===== src/rtl/sdr_seq_pkg.sv =====
package sdr_seq_pkg;
  localparam int BL_LOG_MAX = 3;
  localparam int BL_LOG_W   = 2;
  localparam int CNT_W      = BL_LOG_MAX;

  typedef enum logic [1:0] {
    CMD_NOP   = 2'd0,
    CMD_LMODE = 2'd1,
    CMD_READ  = 2'd2,
    CMD_WRITE = 2'd3
  } sdr_cmd_e;

  typedef struct packed {
    logic [BL_LOG_W-1:0] blen_log;
    logic                ilv;
    logic [1:0]          cl;
    logic                wsingle;
  } sdr_mode_t;
endpackage


===== src/rtl/sdr_mode_reg.sv =====
module sdr_mode_reg
  import sdr_seq_pkg::*;
#(
  parameter int ADDR_W = 12
) (
  input  logic              clk,
  input  logic              rst_n,
  input  logic              ld_i,
  input  logic [ADDR_W-1:0] word_i,
  output sdr_mode_t         mode_o,
  output logic              err_o
);
  sdr_mode_t mode_q, mode_d;
  logic      err_q, err_d;
  logic      len_ok, lat_ok, op_ok, word_ok;

  always_comb begin
    len_ok  = (word_i[2] == 1'b0);
    lat_ok  = (word_i[6:4] == 3'd2) || (word_i[6:4] == 3'd3);
    op_ok   = (word_i[8:7] == 2'd0);
    word_ok = len_ok && lat_ok && op_ok;
  end

  always_comb begin
    mode_d = mode_q;
    err_d  = err_q;
    if (ld_i) begin
      err_d = !word_ok;
      if (word_ok) begin
        mode_d.blen_log = word_i[1:0];
        mode_d.ilv      = word_i[3];
        mode_d.cl       = word_i[5:4];
        mode_d.wsingle  = word_i[9];
      end
    end
  end

  always_ff @(posedge clk or negedge rst_n) begin
    if (!rst_n) begin
      mode_q.blen_log <= '0;
      mode_q.ilv      <= 1'b0;
      mode_q.cl       <= 2'd3;
      mode_q.wsingle  <= 1'b0;
      err_q           <= 1'b0;
    end else if (ld_i) begin
      mode_q <= mode_d;
      err_q  <= err_d;
    end
  end

  assign mode_o = mode_q;
  assign err_o  = err_q;


  bad_word_hold_chk: assert property (@(posedge clk) disable iff (!rst_n)
    (ld_i && !word_ok) |=> ($stable(mode_q) && err_q));

  good_word_clear_chk: assert property (@(posedge clk) disable iff (!rst_n)
    (ld_i && word_ok) |=> !err_q);

  lat_range_chk: assert property (@(posedge clk) disable iff (!rst_n)
    (mode_q.cl == 2'd2) || (mode_q.cl == 2'd3));
endmodule


===== src/rtl/sdr_beat_gen.sv =====
module sdr_beat_gen
  import sdr_seq_pkg::*;
#(
  parameter int COL_W = 10
) (
  input  logic                clk,
  input  logic                rst_n,
  input  logic                start_i,
  input  logic                wr_i,
  input  logic [COL_W-1:0]    col_i,
  input  logic [BL_LOG_W-1:0] blen_log_i,
  input  logic                ilv_i,
  input  logic                wsingle_i,
  output logic                beat_o,
  output logic                wr_o,
  output logic [COL_W-1:0]    col_o
);
  localparam int HI_W = COL_W - CNT_W;

  logic             act_q, act_d;
  logic             wr_q, wr_d;
  logic             ilv_q, ilv_d;
  logic [CNT_W-1:0] cnt_q, cnt_d;
  logic [CNT_W-1:0] lm1_q, lm1_d;
  logic [COL_W-1:0] start_q, start_d;
  logic [CNT_W:0]   len_full;
  logic [CNT_W-1:0] low_start, seq_low, ilv_low, pick_low;

  always_comb begin
    len_full = (CNT_W+1)'(1) << blen_log_i;
    act_d    = act_q;
    wr_d     = wr_q;
    ilv_d    = ilv_q;
    cnt_d    = cnt_q;
    lm1_d    = lm1_q;
    start_d  = start_q;
    if (start_i) begin
      act_d   = 1'b1;
      wr_d    = wr_i;
      ilv_d   = ilv_i;
      cnt_d   = '0;
      start_d = col_i;
      lm1_d   = (wr_i && wsingle_i) ? '0 : CNT_W'(len_full - 1'b1);
    end else if (act_q) begin
      if (cnt_q == lm1_q) act_d = 1'b0;
      else                cnt_d = cnt_q + 1'b1;
    end
  end

  always_ff @(posedge clk or negedge rst_n) begin
    if (!rst_n) begin
      act_q   <= 1'b0;
      wr_q    <= 1'b0;
      ilv_q   <= 1'b0;
      cnt_q   <= '0;
      lm1_q   <= '0;
      start_q <= '0;
    end else begin
      act_q <= act_d;
      cnt_q <= cnt_d;
      if (start_i) begin
        wr_q    <= wr_d;
        ilv_q   <= ilv_d;
        lm1_q   <= lm1_d;
        start_q <= start_d;
      end
    end
  end

  always_comb begin
    low_start = start_q[CNT_W-1:0];
    seq_low   = low_start + cnt_q;
    ilv_low   = low_start ^ cnt_q;
    pick_low  = ilv_q ? ilv_low : seq_low;
  end

  assign beat_o = act_q;
  assign wr_o   = act_q && wr_q;
  assign col_o  = {start_q[COL_W-1:CNT_W], (low_start & ~lm1_q) | (pick_low & lm1_q)};


  cnt_bound_chk: assert property (@(posedge clk) disable iff (!rst_n)
    act_q |-> (cnt_q <= lm1_q));

  wr_single_chk: assert property (@(posedge clk) disable iff (!rst_n)
    (start_i && wr_i && wsingle_i) |=> (act_q && lm1_q == '0 && col_o == $past(col_i)));

  restart_chk: assert property (@(posedge clk) disable iff (!rst_n)
    start_i |=> (act_q && cnt_q == '0));

  if (HI_W < 0) begin : g_bad_width
    initial $error("COL_W must cover the burst offset bits");
  end
endmodule


===== src/rtl/sdr_rd_strobe.sv =====
module sdr_rd_strobe #(
  parameter int MAX_CL = 3
) (
  input  logic       clk,
  input  logic       rst_n,
  input  logic       rd_beat_i,
  input  logic [1:0] cl_i,
  output logic       oe_o,
  output logic       vld_o
);
  logic [MAX_CL-1:0] sh_q, sh_d;
  int unsigned       tap_v, tap_e;

  always_comb begin
    sh_d = {sh_q[MAX_CL-2:0], rd_beat_i};
    tap_v = 32'(cl_i) - 1;
    tap_e = 32'(cl_i) - 2;
    vld_o = sh_q[tap_v];
    oe_o  = sh_q[tap_v] | sh_q[tap_e];
  end

  always_ff @(posedge clk or negedge rst_n) begin
    if (!rst_n) sh_q <= '0;
    else        sh_q <= sh_d;
  end


  vld_needs_oe_chk: assert property (@(posedge clk) disable iff (!rst_n)
    vld_o |-> oe_o);

  oe_leads_chk: assert property (@(posedge clk) disable iff (!rst_n)
    $rose(oe_o) |-> !vld_o);
endmodule


===== src/rtl/sdram_burst_seq.sv =====
module sdram_burst_seq
  import sdr_seq_pkg::*;
#(
  parameter int ADDR_W = 12,
  parameter int COL_W  = 10,
  parameter int MAX_CL = 3
) (
  input  logic              clk,
  input  logic              rst_n,
  input  logic [1:0]        cmd_i,
  input  logic [ADDR_W-1:0] addr_i,
  output logic              beat_o,
  output logic              beat_wr_o,
  output logic [COL_W-1:0]  col_o,
  output logic              rd_oe_o,
  output logic              rd_vld_o,
  output logic              mode_err_o,
  output logic [1:0]        cfg_blen_o,
  output logic              cfg_ilv_o,
  output logic [1:0]        cfg_cl_o,
  output logic              cfg_wsingle_o
);
  sdr_cmd_e  cmd;
  sdr_mode_t mode;
  logic      ld, acc, acc_wr, rd_beat;

  assign cmd    = sdr_cmd_e'(cmd_i);
  assign ld     = (cmd == CMD_LMODE);
  assign acc    = (cmd == CMD_READ) || (cmd == CMD_WRITE);
  assign acc_wr = (cmd == CMD_WRITE);

  sdr_mode_reg #(.ADDR_W(ADDR_W)) mode_i (
    .clk(clk), .rst_n(rst_n), .ld_i(ld), .word_i(addr_i),
    .mode_o(mode), .err_o(mode_err_o)
  );

  sdr_beat_gen #(.COL_W(COL_W)) beat_i (
    .clk(clk), .rst_n(rst_n), .start_i(acc), .wr_i(acc_wr),
    .col_i(addr_i[COL_W-1:0]), .blen_log_i(mode.blen_log),
    .ilv_i(mode.ilv), .wsingle_i(mode.wsingle),
    .beat_o(beat_o), .wr_o(beat_wr_o), .col_o(col_o)
  );

  assign rd_beat = beat_o && !beat_wr_o;

  sdr_rd_strobe #(.MAX_CL(MAX_CL)) strobe_i (
    .clk(clk), .rst_n(rst_n), .rd_beat_i(rd_beat), .cl_i(mode.cl),
    .oe_o(rd_oe_o), .vld_o(rd_vld_o)
  );

  assign cfg_blen_o    = mode.blen_log;
  assign cfg_ilv_o     = mode.ilv;
  assign cfg_cl_o      = mode.cl;
  assign cfg_wsingle_o = mode.wsingle;


  no_strobe_idle_chk: assert property (@(posedge clk) disable iff (!rst_n)
    (!beat_o && !$past(beat_o) && !$past(beat_o, 2) && !$past(beat_o, 3)) |-> !rd_oe_o);
endmodule


===== config.mk =====
export PLATFORM = sky130hd
export DESIGN_NAME = sdram_burst_seq
export DESIGN_NICKNAME = d
export VERILOG_FILES = /design/src/rtl/sdr_seq_pkg.sv /design/src/rtl/sdr_mode_reg.sv /design/src/rtl/sdr_beat_gen.sv /design/src/rtl/sdr_rd_strobe.sv /design/src/rtl/sdram_burst_seq.sv
export SDC_FILE = /design/constraint.sdc
export NUM_CORES = 1
export LEC_CHECK = 0
export CAP_MARGIN = 15
export CORE_AREA = 2 2 56 58
export DETAILED_ROUTE_END_ITERATION = 10
export DIE_AREA = 0 0 58 60
export HOLD_SLACK_MARGIN = 0.06
export PLACE_DENSITY = 0.91
export REMOVE_ABC_BUFFERS = 1
export SLEW_MARGIN = 30
export SYNTH_ARGS = -nofsm -noshare
export SYNTH_HDL_FRONTEND = slang
export SYNTH_HIERARCHICAL = 1
export SYNTH_SLANG_ARGS = --single-unit

===== constraint.sdc =====
create_clock -name clk -period 2.8 [get_ports clk]
set_input_delay 0.56 -clock clk [delete_from_list [all_inputs] [get_ports clk]]
set_output_delay 0.56 -clock clk [all_outputs]
set_load 0.02 [all_outputs]

; After elaboration in Yosys (flattened, before gate mapping)
; Index checks and enable logic that the tools add are counted.
[word_totals]
out_inout_bits = 21
word_cells = 59
regBits = 29
inputBits = 16
[classes]
add_sub_neg = 5
mux = 12
magnitude_cmp = 2
reduce_logical = 13
eq_ne = 7
n_bitwise = 7
n_shift = 1
[ops]
columns = operator, n
row1 = "< comparator 32 x 3 -> 1 bit, second input constant", 2
row2 = 2-to-1 mux 3 bit, 5
row3 = AND 3 bit, 2
row4 = "equality test 3 x 2 -> 1 bit, second input constant", 2
row5 = logical AND 1 bit, 5
row6 = 2-to-1 mux 1 bit, 5
row7 = binary-select mux 1 bit (select 2 bit), 2
row8 = "equality test 2 bit, second input constant", 2
row9 = AND reduction 2 bit, 2
row10 = "adder 3 x 1 -> 3 bit, second input constant", 1
row11 = adder 3 bit, 1
row12 = equality test 3 bit, 1
row13 = inverter 3 bit, 1
row14 = OR 3 bit, 1
row15 = "<< shifter 1 x 2 -> 3 bit, first input constant", 1
row16 = "subtractor 2 x 1 -> 3 bit, second input constant", 1
row17 = "subtractor 2 x 2 -> 3 bit, second input constant", 1
row18 = "subtractor 3 x 1 -> 3 bit, second input constant", 1
row19 = bitwise XOR 3 bit, 1
row20 = "equality test 2 x 1 -> 1 bit, second input constant", 1
row21 = logical NOT 1 bit, 2
row22 = logical NOT 2 bit, 1
row23 = logical OR 1 bit, 2
row24 = "inequality test 2 bit, second input constant", 1
row25 = 3 further kinds, 3

; Longest topological paths before layout
; Gate-level depths: netlist of run 1.
[logic_depth]
word_depth = 5
mapped_depth = 6
ltp_nobuf = 6

; Cells and area by module
; Netlist of run 1, hierarchy kept.
[by_module_without_submodules]
columns = module, seq_area_each_um2, cells_per_inst, instances, area_each_um2
row1 = sdr_beat_gen, 475.5, 78, 1, 974.7
row2 = sdr_mode_reg, 177.7, 16, 1, 292.8
row3 = sdr_rd_strobe, 75.1, 13, 1, 137.6
row4 = sdram_burst_seq, 0.0, 4, 1, 22.5

; Least setup slack after synthesis of run 1
; Ideal clock, no wire load.
[synth_path]
path_kind = reg2out
startpoint = register beat_i.cnt_q[0]
endpoint = output port col_o[2]
stages_incl_launch_ff = 7
slack_ps = 622
path_buffers = 0
arrival_time_ps = 1618
required_time_ps = 2240
path_cell_list = dfrtp_1 ha_1 fa_1 nand2b_1 xnor2_1 nand2_1 xnor2_1
[synth_between]
elab_chain_cells = 4
[synth_rtl]
columns = element, line_no
row1 = start: declaration, sdr_beat_gen.sv:23  ; logic [CNT_W-1:0] cnt_q, cnt_d;
row2 = start signal: assignment, sdr_beat_gen.sv:60  ; cnt_q <= cnt_d;
row3 = adder 3 bit, sdr_beat_gen.sv:72  ; seq_low = low_start + cnt_q;
row4 = 2-to-1 mux 3 bit, sdr_beat_gen.sv:74  ; pick_low = ilv_q ? ilv_low : seq_low;
row5 = AND 3 bit, sdr_beat_gen.sv:79  ; assign col_o = {start_q[COL_W-1:CNT_W], (low_start & ~lm1_q) | (pick_low & lm1_q)};
row6 = OR 3 bit, sdr_beat_gen.sv:79
row7 = end: declaration, sdram_burst_seq.sv:14  ; output logic [COL_W-1:0] col_o,
; No other way between the ends.

; Final worst setup path of run 1
[layout_path]
startpoint = register beat_i.cnt_q[0]
endpoint = output port col_o[1]
; The elaborated chain is that of the path after synthesis.

==> summary.txt, run 1 <==
Seq/Total Area, Yosys: 51.0%
CP Capture Type: output pin
full die area: 3480 um2
CP arrival: 2.06 ns
final WL: 2.84 mm
CTS tree: yes
Setup Skew: 0.00743 ns
Compound-Gate Fraction of Synth Area: 7.71%
WL/cell: 15.9 um
Layout area overhead: 29.4%
clock power share: 31.1%
Hold Path Depth: 0
fraction of layout cells with a size suffix above 1: 26.2%
clk sinks: 29
Largest stage delay, worst path: 0.48 ns
RSZ-0062 raised after global routing: false
ys async rst share: 100%
flop2flop setup slack: 1.40 ns
Clock transition at path regs: 0.10 ns
maxcap violations: 0
Mapped Area: 1430 um2
share of power burned in registers: 40.9%
Synth area leaders: dfrtp_1, mux2_2, buf_4
Static Leak: 0.813 nW
maximum VDD drop: 586 uV
Post-DRT Antenna Nets: 0
largest family of logic cells by synthesized area: multiplexers
CTS Buf Count: 5
initial antenna violation count: 0
P_sw: 0.413 mW
CP required: 2.24 ns
pin count of the biggest net entering global routing: 30
via-per-instance ratio: 5.31
Starting Density: 49.2%
RePlAce Congestion: 0.725
Hold WS: 0.413 ns
Die Y: 60 um
Hold Fails Final Rpt: 0
DRC violations left: 0
Post-Synth Adder-Cell Area: 4.03%
most used routing layer: met2
# IOs: 37
number of flops mapped to enable cells by yosys: 0
Final Setup Violations: 0
FF+latch count, synth: 29
ant diodes: 0
met3 Use GR: 6.71%
Slew headroom: 72.3%
Die W: 58 um
Least-Margin Pin Slew: 0.414 ns
mux contribution to synthesized area: 16.4%
Ys Warns: 6
cells after synthesis: 111
FP Rows: 20
H-tree levels: 2
Avg Cell Area, Syn: 12.9 um2
Worst R2R Path Depth: 4
core area: 2900 um2
global-route wire length before repair: 4.82 mm
1st-pass router iterations: 4
Max Slew Vio Count: 0
initial DRC count: 22
Clock Latency Late Sink: 0.33 ns
register area: 728 um2
Port Buf Inserts: 34
nets: 164
grt ovf: 0
HPWL after DPL: 2.11 mm
sw frac: 29.9%
Tot GR Track Use: 18.8%
fillcell total: 232
FMAX: 381 MHz
top cell type's share of synthesized area: 47.3%
most frequent cells after synthesis: dfrtp_1, mux2_2, buf_4
startpoint types: register
HP Class: register to register
internal power: 0.968 mW
met1 GRT Util: 21.0%
Vias: 946
vias in the first global route: 1051
setup_tns: 0 ns
crit path kind: register to output pin
area taken by multi-input logic gates: 612 um2
cell taking the most area after synthesis: dfrtp_1
post-synthesis simple-gate area fraction: 9.90%
Root Driver: clkbuf_4
crit-path max FO: 4
CTS max path bufs: 2
cell area power density: 747 nW/um2
met2 Use GR: 33.1%
ys flop type: dfrtp_1
Distinct cells, synth: 34
fin crit period: 2.62 ns
Crit-path slowest cell: fa_1
final period utilization: 93.7%
xor/xnor share of the synthesized area: 4.82%
status: finished clean
Comb power frac: 28.1%
CP cell instances: ha_1 -> fa_1 -> mux2i_1 -> a21oi_1 -> dlygate4sd2_1
most frequent cell after synthesis: dfrtp_1
## flip-flops by register name, summed over array words and instances (netlist names)
signal          count
beat_i/lm1_q        3
beat_i/cnt_q        3
beat_i/wr_q         1
mode_i/mode_o       6
beat_i/beat_o       1
beat_i/start_q     10
mode_i/err_o        1
beat_i/ilv_q        1
strobe_i/sh_q       3
## layout by cell type (no fill, tap or decap), drive strengths merged
cell	instances
dlygate4sd2	1
dfstp	2
and2b	1
nand3b	1
o31ai	2
clkinv	1
nand2	5
or2b	1
a21oi	3
ha	3
mux2	19
o22a	1
nor4b	1
buf	2
o211ai	1
mux2i	2
nor2	4
nor2b	2
and2	2
xor2	5
nand3	1
inv	4
nand2b	2
clkbuf	6
dfrtp	27
o21a	1
o21ai	5
o31a	1
clkdlybuf4s50	32
nand4	1
xnor2	2
bufinv	2
o311ai	1
fa	1
## metrics by stage
stage                     utilization [%]  instance area (um2)  power [mW]  cells  worst slack (ns)
after floorplan                         -                 1360       0.780    101             0.622
after global placement               60.3                 1750       0.940    170             0.162
after detailed placement             60.3                 1750       0.967    170             0.163
after CTS                            63.8                 1850        1.39    178            0.0480
after global routing                 63.7                 1850        1.45    178             0.101
final                                63.7                 1850        1.38    178             0.178
## power by group through the flow
stage | Combinational (mW) | Sequential, mW | Clock (mW)
floorplan | 0.192 | 0.589 | 0
global placement | 0.376 | 0.563 | 0
detailed placement | 0.393 | 0.574 | 0
CTS | 0.392 | 0.566 | 0.435
global route | 0.425 | 0.578 | 0.449
finish | 0.387 | 0.564 | 0.429
## repair_timing
| item | 4_1_cts | 5_1_grt |
|---|---|---|
| cloned | 0 | 0 |
| pin swaps | 0 | 0 |
| endpoints found under the hold margin | 0 | 0 |
| buffers inserted | 0 | 0 |
| hold buffers | 0 | 0 |
| gates resized for setup | 2 | 2 |
| setup endpoints to repair | 2 | 1 |
## worst max-delay path, delay by kind of cell, from the launching register on
family / cells / cell delay (ns)
buffers and inverters: 1 / 0.36
adder cells (fa/ha/maj): 2 / 0.71
AO/OA/AOI/OAI: 1 / 0.15
multiplexers: 1 / 0.07
flip-flops: 1 / 0.45
## logic make-up (layout without fill, tap and decap cells)
| logic type | count (synthesis) | after routing |
|---|---|---|
| compound gates | 15 | 15 |
| xor+xnor | 7 | 7 |
| fa+ha+maj | 4 | 4 |
| buf+inv | 14 | 48 |
| flops | 29 | 29 |
| mux | 21 | 21 |
| simple gates | 21 | 21 |
## layer usage
layer	up-vias	routed length (um)
met3	2	207
met2	34	1510
li1	449	-
met1	461	1100
met4	0	16
met5	-	0
## cell type report
type | count | share of cell area, %
multi-input cells | 68 | 33.1
well taps | 33 | 2.23
repair buffers | 36 | 18.9
clock buffers | 5 | 2.03
inverters | 4 | 0.812
flip-flops and latches | 29 | 39.4
clock inverters | 3 | 3.52
## final timing paths
| check | start | to |
|---|---|---|
| setup / recovery | beat_i/cnt_q[0] | col_o[1] |
| hold / removal | strobe_i/sh_q[1] | strobe_i/sh_q[2] |
| setup reg to reg | beat_i/cnt_q[2] | beat_i/cnt_q[1] |
| hold reg to reg | strobe_i/sh_q[1] | strobe_i/sh_q[2] |
| max in group asynchronous | rst_n | mode_i/mode_o[1] |
| min in group asynchronous | rst_n | beat_i/beat_o |
Note: power is estimated with default switching activity, not from simulation.
==> inputs of run 2 (changes only) <==
RECOVER_POWER = 25   (was not set)
==> summary.txt, run 2 (same netlist as run 1, synthesis figures left out) <==
full die area: 3480 um2 (unchanged)
H-tree levels: 2 (unchanged)
fin util: 63.5% (was 63.7%)
commonest non-fill, non-tap cells in the layout: clkdlybuf4s50_1, dfrtp_1, mux2_2 (unchanged)
via-per-instance ratio: 5.33 (was 5.31)
Hold Path Depth: 0 (unchanged)
CP required: 2.24 ns (about the same)
Die Y: 60 um (unchanged)
Port Buf Inserts: 34 (unchanged)
share of power burned in registers: 40.9% (about the same)
cell area power density: 748 nW/um2 (was 747 nW/um2)
failing checks: max-capacitance violations, max-slew violations
sw frac: 29.9% (about the same)
total power: 1.38 mW (about the same)
CTS max path bufs: 2 (unchanged)
Top reg by flops: beat_i/start_q (unchanged)
Static Leak: 0.808 nW (was 0.813 nW)
startpoint types: register (unchanged)
Post-DRT Antenna Nets: 0 (unchanged)
vias in the first global route: 1051 (unchanged)
crit-path max FO: 4 (unchanged)
fraction of layout cells with a size suffix above 1: 25.5% (was 26.2%)
maxcap violations: 1 (was 0)
Final Setup Violations: 0 (unchanged)
DRC violations left: 0 (unchanged)
Placed Area: 1750 um2 (unchanged)
crit path kind: register to output pin (unchanged)
hold buffers post-CTS: 0 (unchanged)
nets: 164 (unchanged)
Clock transition at path regs: 0.10 ns (about the same)
P_sw: 0.413 mW (about the same)
ant diodes: 0 (unchanged)
Tot GR Track Use: 18.8% (unchanged)
CTS tree: yes (unchanged)
1st-pass router iterations: 4 (unchanged)
Least-Margin Pin Slew: 1.51 ns (was 0.414 ns)
core area: 2900 um2 (unchanged)
setup_tns: 0 ns (unchanged)
clk sinks: 29 (unchanged)
fin crit period: 2.62 ns (about the same)
Layout area overhead: 29.2% (was 29.4%)
Hold Fails Final Rpt: 0 (unchanged)
Final Non-Filler Cells: 178 (unchanged)
Vias: 948 (was 946)
RePlAce Congestion: 0.725 (unchanged)
initial antenna violation count: 0 (unchanged)
Starting Density: 49.2% (unchanged)
pin count of the biggest net entering global routing: 30 (unchanged)
placed cells: 170 (unchanged)
internal power: 0.966 mW (was 0.968 mW)
Root Driver: clkbuf_4 (unchanged)
CTS Buf Count: 5 (unchanged)
FP Rows: 20 (unchanged)
commonest non-fill, non-tap cell in the layout: clkdlybuf4s50_1 (unchanged)
clock power share: 31.1% (about the same)
Comb power frac: 28.0% (was 28.1%)
max reg flops: 10 (unchanged)
# IOs: 37 (unchanged)
Slew headroom: -0.708% (was 72.3%)
CP arrival: 2.06 ns (about the same)
grt ovf: 0 (unchanged)
Max Slew Vio Count: 30 (was 0)
FMAX: 381 MHz (about the same)
WL/cell: 15.9 um (about the same)
RSZ-0062 raised after global routing: false (unchanged)
Clock Latency Late Sink: 0.33 ns (about the same)
Die W: 58 um (unchanged)
post-route cell area: 1840 um2 (was 1850 um2)
status: finished, violations left (was finished clean)
CP Capture Type: output pin (unchanged)
initial DRC count: 22 (unchanged)
global-route wire length before repair: 4.82 mm (unchanged)
Setup Skew: 0.00744 ns (was 0.00743 ns)
final WL: 2.84 mm (about the same)
HP Class: register to register (unchanged)
final period utilization: 93.7% (about the same)
maximum VDD drop: 586 uV (about the same)
HPWL after DPL: 2.11 mm (unchanged)
Worst R2R Path Depth: 4 (unchanged)
-- run 2: cell types whose count changed in the layout (fill, tap and decap cells not counted) --
cell             change
and2_0               +1
buf_4                -1
clkdlybuf4s50_1      -1
dlygate4sd3_1        +1
clkbuf_1             +1
and2_1               -1
-- run 2: routing by layer --
metal | wire [um] | vias to the layer above | track usage (%) | share of wire (%)
met5 | 0 | - | 0 | 0
met4 | 16 | 0 | 6.98 | 0.56
met3 | 207 | 2 | 6.71 | 7.3
met2 | 1510 | 34 | 33.1 | 53
met1 | 1100 | 463 | 21.0 | 39
li1 | - | 449 | - | -
-- run 2: layout make-up --
class                           count  area (um2)
Sequential cell                    29         728
Clock inverter                      3        65.1
Timing Repair Buffer               36         345
Clock buffer                        5        37.5
Tap cell                           33        41.3
Fill cell                         234        1060
Multi-Input combinational cell     68         612
Inverter                            4        15.0
-- run 2: metrics by stage --
stage               hold slack [ns]  setup slack (ns)
finish                        0.413             0.178
global route                  0.430             0.101
CTS                           0.410            0.0480
detailed placement            0.387             0.163
global placement              0.376             0.162
floorplan                     0.264             0.622
-- run 2: power by group through the flow --
stage	Clock, mW	Combinational [mW]	Sequential, mW
global placement	0	0.376	0.563
global route	0.449	0.424	0.578
floorplan	0	0.192	0.589
finish	0.429	0.386	0.564
CTS	0.435	0.392	0.566
detailed placement	0	0.393	0.574
-- run 2: critical path, stage by stage, from the launching register on --
cell,delay (ns)
dfrtp_1,0.45
ha_1,0.23
fa_1,0.48
mux2i_1,0.07
a21oi_1,0.15
dlygate4sd2_1,0.36
-- run 2: timing repair --
action / 4_1_cts / 5_1_grt
setup buffers: 0 / 0
endpoints found under the setup margin: 2 / 1
resized for setup: 2 / 2
-- run 2: final timing paths --
| check | startpoint | endpoint | slack (ns) |
|---|---|---|---|
| max reg2reg | beat_i/cnt_q[2] | beat_i/cnt_q[1] | 1.40 |
| min in group asynchronous | rst_n | beat_i/beat_o | 1.14 |
| max | beat_i/cnt_q[0] | col_o[1] | 0.18 |
| min | strobe_i/sh_q[1] | strobe_i/sh_q[2] | 0.41 |
| max in group asynchronous | rst_n | beat_i/start_q[5] | 0.79 |
| min reg2reg | strobe_i/sh_q[1] | strobe_i/sh_q[2] | 0.41 |
